==> config.mk <==
export PLATFORM = sky130hd
export DESIGN_NAME = fxp_mac_quant
export DESIGN_NICKNAME = d
export VERILOG_FILES = /design/src/rtl/fxp_mac_pkg.sv /design/src/rtl/fxp_mult.sv /design/src/rtl/fxp_accum.sv /design/src/rtl/fxp_quant.sv /design/src/rtl/fxp_ovf.sv /design/src/rtl/fxp_mac_quant.sv
export SDC_FILE = /design/constraint.sdc
export NUM_CORES = 1
export LEC_CHECK = 0
export BUFFER_PORTS_ARGS = -buffer_cell sky130_fd_sc_hd__buf_4
export CORE_AREA = 10 10 216 218
export DETAILED_ROUTE_END_ITERATION = 7
export DIE_AREA = 0 0 226 228
export PLACE_DENSITY = 0.54
export SLEW_MARGIN = 20
export SYNTH_ARGS = -nofsm -noshare
export SYNTH_HDL_FRONTEND = slang
export SYNTH_HIERARCHICAL = 1
export SYNTH_SLANG_ARGS = --single-unit
==> constraint.sdc <==
create_clock -name clk -period 8.7 [get_ports clk]
set_input_delay 2.61 -clock clk [delete_from_list [all_inputs] [get_ports clk]]
set_output_delay 2.61 -clock clk [all_outputs]
set_load 0.02 [all_outputs]
==> src/rtl/fxp_mac_pkg.sv <==
package fxp_mac_pkg;

   typedef enum logic [1:0] {
      QNT_ROUND  = 2'd0,
      QNT_FLOOR  = 2'd1,
      QNT_TOZERO = 2'd2,
      QNT_SPARE  = 2'd3
   } qnt_mode_e;

   typedef enum logic [1:0] {
      OVF_SAT   = 2'd0,
      OVF_ZERO  = 2'd1,
      OVF_WRAP  = 2'd2,
      OVF_SPARE = 2'd3
   } ovf_mode_e;

endpackage

==> src/rtl/fxp_mult.sv <==
// Signed multiplier with optional fractional one-bit left shift,
// product sign-extended to the accumulator width.
module fxp_mult #(
   parameter int OP_W     = 16,
   parameter int ACC_W    = 40,
   parameter bit FRAC_OPT = 1'b1
) (
   input  logic signed [OP_W-1:0]  mul_a,
   input  logic signed [OP_W-1:0]  mul_b,
   input  logic                    dbl_en,
   output logic signed [ACC_W-1:0] prod_ext
);
   localparam int PROD_W = 2 * OP_W;

   logic signed [PROD_W-1:0] prod_raw;
   logic signed [ACC_W-1:0]  prod_wide;

   assign prod_raw  = PROD_W'(mul_a) * PROD_W'(mul_b);
   assign prod_wide = ACC_W'(prod_raw);

   generate
      if (FRAC_OPT) begin : g_frac
         assign prod_ext = dbl_en ? (prod_wide <<< 1) : prod_wide;
      end else begin : g_int
         logic unused_dbl;
         assign unused_dbl = dbl_en;
         assign prod_ext   = prod_wide;
      end
   endgenerate
endmodule

==> src/rtl/fxp_accum.sv <==
// Guard-bit accumulator: load, add, subtract or hold in one cycle.
module fxp_accum #(
   parameter int ACC_W = 40
) (
   input  logic                    clk,
   input  logic                    rst_n,
   input  logic                    load_en,
   input  logic                    add_en,
   input  logic                    neg_en,
   input  logic signed [ACC_W-1:0] term,
   output logic signed [ACC_W-1:0] acc_q
);
   logic signed [ACC_W-1:0] addend;
   logic signed [ACC_W-1:0] acc_d;

   assign addend = neg_en ? -term : term;

   always_comb begin
      if (load_en)
         acc_d = addend;
      else if (add_en)
         acc_d = acc_q + addend;
      else
         acc_d = acc_q;
   end

   always_ff @(posedge clk or negedge rst_n) begin
      if (!rst_n)
         acc_q <= '0;
      else
         acc_q <= acc_d;
   end
endmodule

==> src/rtl/fxp_quant.sv <==
// Drops DROP_W low bits of the accumulator with the selected rule.
// The result is one bit wider than the kept field so that a
// rounding carry can never wrap.
module fxp_quant #(
   parameter int ACC_W  = 40,
   parameter int DROP_W = 16,
   localparam int QW    = ACC_W - DROP_W + 1
) (
   input  logic signed [ACC_W-1:0] acc,
   input  logic [1:0]              mode,
   output logic signed [QW-1:0]    qval
);
   import fxp_mac_pkg::*;

   logic signed [ACC_W:0]  acc_x;
   logic signed [QW-1:0]   floor_v;
   logic [DROP_W-1:0]      dropped;
   logic                   half_bit;
   logic                   inexact_neg;
   qnt_mode_e              qm;

   assign acc_x       = {acc[ACC_W-1], acc};
   assign floor_v     = acc_x[ACC_W:DROP_W];
   assign dropped     = acc[DROP_W-1:0];
   assign half_bit    = dropped[DROP_W-1];
   assign inexact_neg = acc[ACC_W-1] & (|dropped);
   assign qm          = qnt_mode_e'(mode);

   always_comb begin
      unique case (qm)
         QNT_FLOOR:  qval = floor_v;
         QNT_TOZERO: qval = floor_v + QW'(inexact_neg);
         default:    qval = floor_v + QW'(half_bit);
      endcase
   end
endmodule

==> src/rtl/fxp_ovf.sv <==
// Fits a quantized value into OUT_W bits with the selected overflow rule.
module fxp_ovf #(
   parameter int QW    = 25,
   parameter int OUT_W = 16
) (
   input  logic signed [QW-1:0]    qval,
   input  logic [1:0]              mode,
   output logic [OUT_W-1:0]        fit,
   output logic                    over
);
   import fxp_mac_pkg::*;

   localparam int TOP_W = QW - OUT_W + 1;
   localparam logic [OUT_W-1:0] POS_MAX = {1'b0, {(OUT_W-1){1'b1}}};
   localparam logic [OUT_W-1:0] NEG_MAX = {1'b1, {(OUT_W-1){1'b0}}};

   logic [TOP_W-1:0] top_bits;
   ovf_mode_e        om;

   assign top_bits = qval[QW-1:OUT_W-1];
   assign over     = ~((&top_bits) | ~(|top_bits));
   assign om       = ovf_mode_e'(mode);

   always_comb begin
      if (!over)
         fit = qval[OUT_W-1:0];
      else begin
         unique case (om)
            OVF_ZERO: fit = '0;
            OVF_WRAP: fit = qval[OUT_W-1:0];
            default:  fit = qval[QW-1] ? NEG_MAX : POS_MAX;
         endcase
      end
   end
endmodule

==> src/rtl/fxp_mac_quant.sv <==
module fxp_mac_quant #(
   parameter int OP_W     = 16,
   parameter int GUARD_W  = 8,
   parameter bit FRAC_OPT = 1'b1
) (
   input  logic             clk,
   input  logic             rst_n,
   input  logic [OP_W-1:0]  op_a,
   input  logic [OP_W-1:0]  op_b,
   input  logic             frac_en,
   input  logic             sub_en,
   input  logic             clr,
   input  logic             acc_en,
   input  logic [1:0]       qnt_sel,
   input  logic [1:0]       ovf_sel,
   output logic [OP_W-1:0]  res,
   output logic             ovf
);
   localparam int ACC_W  = 2 * OP_W + GUARD_W;
   localparam int DROP_W = OP_W;
   localparam int QW     = ACC_W - DROP_W + 1;

   generate
      if (OP_W < 2) begin : g_bad_op
         $error("fxp_mac_quant: OP_W must be at least 2");
      end
      if (GUARD_W < 0) begin : g_bad_guard
         $error("fxp_mac_quant: GUARD_W must not be negative");
      end
   endgenerate

   logic signed [ACC_W-1:0] prod_ext;
   logic signed [ACC_W-1:0] acc_q;
   logic signed [QW-1:0]    qval;
   logic [OP_W-1:0]         fit;
   logic                    over;

   fxp_mult #(.OP_W(OP_W), .ACC_W(ACC_W), .FRAC_OPT(FRAC_OPT)) u_mult (
      .mul_a   (op_a),
      .mul_b   (op_b),
      .dbl_en  (frac_en),
      .prod_ext(prod_ext)
   );

   fxp_accum #(.ACC_W(ACC_W)) u_acc (
      .clk    (clk),
      .rst_n  (rst_n),
      .load_en(clr),
      .add_en (acc_en),
      .neg_en (sub_en),
      .term   (prod_ext),
      .acc_q  (acc_q)
   );

   fxp_quant #(.ACC_W(ACC_W), .DROP_W(DROP_W)) u_quant (
      .acc (acc_q),
      .mode(qnt_sel),
      .qval(qval)
   );

   fxp_ovf #(.QW(QW), .OUT_W(OP_W)) u_ovf (
      .qval(qval),
      .mode(ovf_sel),
      .fit (fit),
      .over(over)
   );

   always_ff @(posedge clk or negedge rst_n) begin
      if (!rst_n) begin
         res <= '0;
         ovf <= 1'b0;
      end else begin
         res <= fit;
         ovf <= over;
      end
   end
endmodule

==> metrics.md, run 1 <==
| Metric | Value |
|---|---|
| # IOs | 59 |
| Area delta synth->final | 34.30% |
| Setup tns final | -43.97 ns |
| Top sig layer | met4 |
| Slowest cell delay on critical path | 0.56 ns |
| Final nets | 2754 |
| Drt total wl | 43940 um |
| # diodes | 0 |
| H-tree levels | 3 |
| FF/Latch Area | 0.001426 mm2 |
| Hold Vio Cnt, Final | 0 |
| Crit path time final | 10.78 ns |
| Wire per inst | 15.33 um |
| Synth top cells by count | inv_1 (327), fa_1 (263), nand2_1 (229), ha_1 (132), and2_1 (125) |
| Chip Height | 228 um |
| Worst Path Arrival | 10.97 ns |
| Row cnt | 76 |
| Final core occ | 52.71% |
| Synth warn | 6 |
| Drt pass-1 iters | 5 |
| Die X | 226 um |
| First-pass GRT wire length | 74420 um |
| Seq cells post-synth | 57 |
| Setup-failing EPs final | 30 |
| Final WS setup | -2.079 ns |
| Period Utilization, post-route | 123.9% |
| # fillers | 3845 |
| Syn_nets | 2362 |
| Remaining Overflow, GRT | 0 |
| Hold Path Class | flop to flop |
| Largest net degree at the start of global routing | 62 |
| Fmax | 92.77 MHz |
| Slew Limit Fails | 0 |
| Crit path launch type | input port |
| Total GRT Usage | 17.26% |
| Vias in the first global route | 15240 |
| Vias | 14180 |
| Antenna violations before repair | 0 |
| Final routed DRC violation total | 0 |
| Max-Cap Viols | 0 |
| Placement Cell Area | 0.02056 mm2 |
| Clk buf depth | 2 |
| Failing checks | setup timing |
| WP buf/inv | 10 |
| Most common cell in the netlist | inv_1 |
| CP max-delay cell | fa_1 |
| Reg clk slew, reported paths | 0.06 ns |
| Num CTS Buffers | 9 |
| DR WL met2 | 21940 um |
| Yosys cell types | 89 |
| Crit Path Category | input port to flop |
| Share of layout cells above drive strength 1 | 33.23% |
| Slew HR | 32.01% |
| Met3 WL post-DR | 1169 um |
| Clock Latency Late Sink | 0.33 ns |
| CP Data Required Time | 8.89 ns |
| Cell count after synthesis | 1925 |
| Yosys top cell by area | fa_1 |
| Fraction of registers with async set/reset | 100.0% |
| EDFF count, synth | 0 |
| I/O Buffers | 58 |
| Synth Flop Type | dfrtp_1 |
| Design Area, Final | 0.02240 mm2 |
| Hold slack | 0.6080 ns |
| Synth top area cells | fa_1 (32%), ha_1 (9.9%), dfrtp_1 (8.6%) |
| Die area | 0.05153 mm2 |
| Most frequent CP cell | fa_1 |
| Worst-Margin Slew | 1.019 ns |
| Sequential share of the synthesized area | 8.551% |
| Multi-input gate area | 0.01511 mm2 |
| R2r setup slk | 4.87 ns |
| Status | finished with violations |
| 1st-iter DRT viols | 625 |
| Final Skew | 0.01059 ns |
| CTS tree | built |
| RSZ-0062 raised after global routing | yes |
| CTS Root Cell | clkbuf_16 |
| Met1 wire length | 20050 um |
| Worst Path Max Fanout | 4 |
| Share of Yosys cell area claimed by the top area cell type | 31.56% |
| Worst Setup End Kind | flop |
| Routability cong. | 0.9146 |
| Core Region | 0.04251 mm2 |
| Antenna viol nets, final | 0 |
| Dpl hpwl | 36610 um |
| Initial Util | 39.24% |
| Top delay family on crit path | adder cells |
| Syn avg cell area | 8.665 um2 |
| Vias per cell | 4.949 |
| Clock sinks | 57 |
| Cell Area, Synth | 0.01668 mm2 |
## tightest hold or removal path, stage by stage (launching register included)
cell and delay, ns:
dfrtp_1 0.37, mux2i_1 0.08, o21ai_1 0.11
## kinds of logic (layout without fill, tap and decap cells)
| family | Yosys count | in the layout | share of synthesized area [%] |
|---|---|---|---|
| AND/OR/NAND/NOR | 573 | 573 | 17.98 |
| multiplexers | 66 | 66 | 4.170 |
| buffers and inverters | 403 | 798 | 9.496 |
| flip-flops | 57 | 57 | 8.551 |
| XOR/XNOR | 131 | 131 | 6.923 |
| AO/OA/AOI/OAI | 300 | 300 | 11.42 |
| adder cells (fa/ha/maj) | 395 | 395 | 41.46 |
## cell usage in the layout (no fill, tap or decap), drive strengths merged, types with 9 or more instances in the layout
cell type,n
buf,455
inv,328
fa,263
nand2,231
ha,132
and2,125
xnor2,92
a21oi,92
o21ai,91
nor2,71
dfrtp,57
xor2,39
mux2i,38
mux2,28
nor3,27
nand3,25
a21o,21
nor4,18
clkbuf,13
nand4,13
nand2b,12
or3,12
o211ai,11
o31ai,11
a31oi,10
nor2b,10
o41ai,9
## registers in the layout, indices dropped and copies added (netlist names)
| name | count |
|---|---|
| res | 16 |
| u_acc/acc_q | 40 |
| ovf | 1 |
## cell type report
| class | instances | area share [%] |
|---|---|---|
| inverters | 328 | 5.496 |
| clock buffers | 12 | 1.190 |
| multi-input cells | 1465 | 67.45 |
| well taps | 546 | 3.049 |
| flip-flops and latches | 57 | 6.367 |
| clock inverters | 2 | 0.1676 |
| repair buffers | 456 | 16.28 |
## through the flow
step,cells,setup WS [ns]
3_3_place_gp,2804,-2.653
5_1_grt,2866,-2.393
6_report,2866,-2.079
4_1_cts,2847,-2.129
3_5_place_dp,2804,-2.737
2_1_floorplan,1925,-2.399
## per-layer routing
layer	vias to the layer above	GRT usage (%)
met3	49	1.091
li1	6958	-
met1	6958	22.40
met5	-	0
met4	0	3.694
met2	218	30.79
## what timing repair did
item,CTS,global route
hold buffers,0,0
endpoints found under the setup margin,30,32
gates cloned,0,1
resized for setup,146,105
pin swaps,84,66
setup buffers,29,19
hold endpoints to repair,0,0
## worst paths after layout
kind	start	endpoint	depth (start not counted)
max in group asynchronous	rst_n	res[12]	1
min in group asynchronous	rst_n	u_acc/acc_q[8]	1
worst min register to register	u_acc/acc_q[12]	u_acc/acc_q[12]	2
worst min-delay path	u_acc/acc_q[12]	u_acc/acc_q[12]	2
worst max register to register	u_acc/acc_q[3]	res[7]	13
worst max-delay path	op_a[5]	u_acc/acc_q[29]	37
Power of run 1 is not shown: default switching activity piles up to over one toggle a cycle in this logic, so the estimate is an artifact.
==> run 2, diff against run 1 <==
--- a/config.mk
+++ b/config.mk
@@ -7,6 +7,7 @@
 export LEC_CHECK = 0
 export BUFFER_PORTS_ARGS = -buffer_cell sky130_fd_sc_hd__buf_4
 export CORE_AREA = 10 10 216 218
+export CTS_BUF_LIST = sky130_fd_sc_hd__clkbuf_4
 export DETAILED_ROUTE_END_ITERATION = 7
 export DIE_AREA = 0 0 226 228
 export PLACE_DENSITY = 0.54
==> run 2 against run 1 <==
Effect of this change: the flow still finishes with violations (setup timing); count of clock-buffer cells in the layout is 3 lower; die area did not move; core utilization rose by 0.065 points; critical path depth shrank 3; non-clock buffer count increased by 10; worst hold slack gained 0.026 ns; sequential cell count stayed put; wire length fell by 0.40%; critical endpoint is now u_acc/acc_q[39]; largest cell class unchanged; highest routed layer unchanged.
==> metrics.md, run 2 (synthesis gave the netlist of run 1 again) <==
| Metric | Value |
|---|---|
| Worst-Margin Slew | 1.020 ns (+0.0008559 ns) |
| FF/Latch Area | 0.001426 mm2 (unchanged) |
| Antenna viol nets, final | 0 (unchanged) |
| Remaining Overflow, GRT | 0 (unchanged) |
| Hold Path Class | flop to flop |
| First-pass GRT wire length | 74430 um (about the same) |
| Most frequent CP cell | fa_1 |
| Dpl hpwl | 36610 um (unchanged) |
| Clock sinks | 57 (unchanged) |
| Drt total wl | 43760 um (-0.40%) |
| Vias | 14190 (+0.063%) |
| Crit path launch type | input port |
| Period Utilization, post-route | 122.9% (-1.0 points) |
| Slew Limit Fails | 0 (unchanged) |
| Vias in the first global route | 15280 (+0.26%) |
| Largest net degree at the start of global routing | 62 (unchanged) |
| Final WS setup | -1.989 ns (+0.08982 ns) |
| Final nets | 2764 (+0.36%) |
| HP Start | u_acc/acc_q[8] |
| 1st-iter DRT viols | 659 (+5.4%) |
| Worst Path Max Fanout | 5 (+1) |
| Max reg flops | 40 (unchanged) |
| I/O Buffers | 58 (unchanged) |
| Final Skew | 0.02391 ns (+0.01332 ns) |
| Slew HR | 31.95% (-0.057 points) |
| Hold endpoint | u_acc/acc_q[8] |
| Num CTS Buffers | 9 (unchanged) |
| Clock Latency Late Sink | 0.43 ns (+0.10 ns) |
| Slowest cell delay on critical path | 0.55 ns (about the same) |
| Routability cong. | 0.9146 (unchanged) |
| Area delta synth->final | 34.47% |
| Core Region | 0.04251 mm2 (unchanged) |
| Reg clk slew, reported paths | 0.11 ns (+0.05 ns) |
| CTS tree | built |
| R2r setup slk | 4.87 ns (about the same) |
| RSZ-0062 raised after global routing | yes |
| Die X | 226 um (unchanged) |
| Crit Path Category | input port to flop |
| Vias per cell | 4.933 (-0.32%) |
| CP max-delay cell | fa_1 |
| Failing checks | setup timing |
| Chip Height | 228 um (unchanged) |
| Placement Cell Area | 0.02056 mm2 (unchanged) |
| Largest register by flop count | u_acc/acc_q |
| R2r startpoint | u_acc/acc_q[15] |
| CP startpoint | op_a[4] |
| Status | finished with violations |
| Drt pass-1 iters | 5 (unchanged) |
| CTS Root Cell | clkbuf_4 |
| Max-Cap Viols | 0 (unchanged) |
| Row cnt | 76 (unchanged) |
| H-tree levels | 3 (unchanged) |
| Commonest non-fill, non-tap cell in the layout | buf_4 |
| Final routed DRC violation total | 0 (unchanged) |
| Antenna violations before repair | 1 (+1) |
| Design Area, Final | 0.02243 mm2 (+0.12%) |
| Clk buf depth | 2 (unchanged) |
| Fmax | 93.55 MHz (+0.84%) |
| CP Data Required Time | 9.07 ns (+0.18 ns) |
| Worst Path Arrival | 11.06 ns (+0.09 ns) |
| Worst r2r dst | res[6] |
| Crit path time final | 10.69 ns (-0.08982 ns) |
| # IOs | 59 (unchanged) |
| R2R depth | 13 (unchanged) |
| Setup-failing EPs final | 29 (-3.3%) |
| Initial Util | 39.24% (unchanged) |
| Share of layout cells above drive strength 1 | 33.91% (+0.67 points) |
| CTS Hold Bufs | 0 (unchanged) |
| Hold path depth | 2 (unchanged) |
| Worst Setup End Kind | flop |
| # fillers | 3829 (-0.42%) |
| Top flop regs | u_acc/acc_q (40), res (16), ovf (1) |
| Wire per inst | 15.21 um (-0.78%) |
| Die area | 0.05153 mm2 (unchanged) |
| Multi-input gate area | 0.01523 mm2 (+0.80%) |
| Hold Vio Cnt, Final | 0 (unchanged) |
| Commonest non-fill, non-tap cells in the layout | buf_4 (416), inv_1 (301), fa_1 (251), nand2_1 (216), and2_1 (101) |
| Total GRT Usage | 17.27% (about the same) |
## run 2: changes by cell type in the layout (fill, tap and decap cells not counted), sizes merged
| cell | change |
|---|---|
| buf | +11 |
| clkbuf | -4 |
| clkinv | +3 |
| diode | +1 |
## run 2: layer usage
metal	routed length, um	track usage [%]	share of wire [%]	up-vias
li1	-	-	-	6973
met1	20040	22.38	46	6972
met2	21960	30.94	50	218
met3	1171	1.091	2.7	29
met4	589	3.462	1.3	0
met5	0	0	0	-
## run 2: area by class of cell
type | count | area share [%]
Inverter | 328 | 5.489
Antenna cell | 1 | 0.01116
Clock buffer | 9 | 0.3012
Sequential cell | 57 | 6.359
Multi-Input combinational cell | 1465 | 67.90
Timing Repair Buffer | 466 | 16.67
Tap cell | 546 | 3.046
Clock inverter | 5 | 0.2175
## run 2: stage by stage
step / instances / hold slack [ns] / setup TNS (ns) / setup WS [ns] / util, %
floorplan: 1925 / 0.5435 / -40.63 / -2.399 / -
finish: 2877 / 0.6344 / -40.95 / -1.989 / 52.77
global route: 2877 / 0.6798 / -48.63 / -2.272 / 52.77
detailed placement: 2804 / 0.5927 / -60.18 / -2.737 / 48.37
global placement: 2804 / 0.5850 / -58.69 / -2.653 / 48.37
CTS: 2855 / 0.6189 / -39.50 / -2.001 / 51.04
## run 2: timing repair
action	4_1_cts	5_1_grt
buffers inserted	39	22
setup endpoints to repair	29	31
pin swaps	116	71
resized for setup	176	105
## run 2: critical path: cells and delay by family
kind	cells	cell delay (ns)
and+or+nand+nor	9	2.18
muxes	1	0.28
buffers and inverters	5	0.34
AOI/OAI and AO/OA	9	1.83
adders and majority gates	8	3.43
xor gates and xnor gates	2	0.34
## run 2: worst max-delay path by stage
stage | end | slack (ns) | depth (start not counted)
2_1_floorplan | u_acc/acc_q[39] | -2.40 | 35
3_3_place_gp | u_acc/acc_q[39] | -2.65 | 34
3_5_place_dp | u_acc/acc_q[39] | -2.74 | 34
4_1_cts | u_acc/acc_q[39] | -2.00 | 32
5_1_grt | u_acc/acc_q[39] | -2.27 | 36
6_report | u_acc/acc_q[39] | -1.99 | 34
Power of run 2 is left out for the same reason.
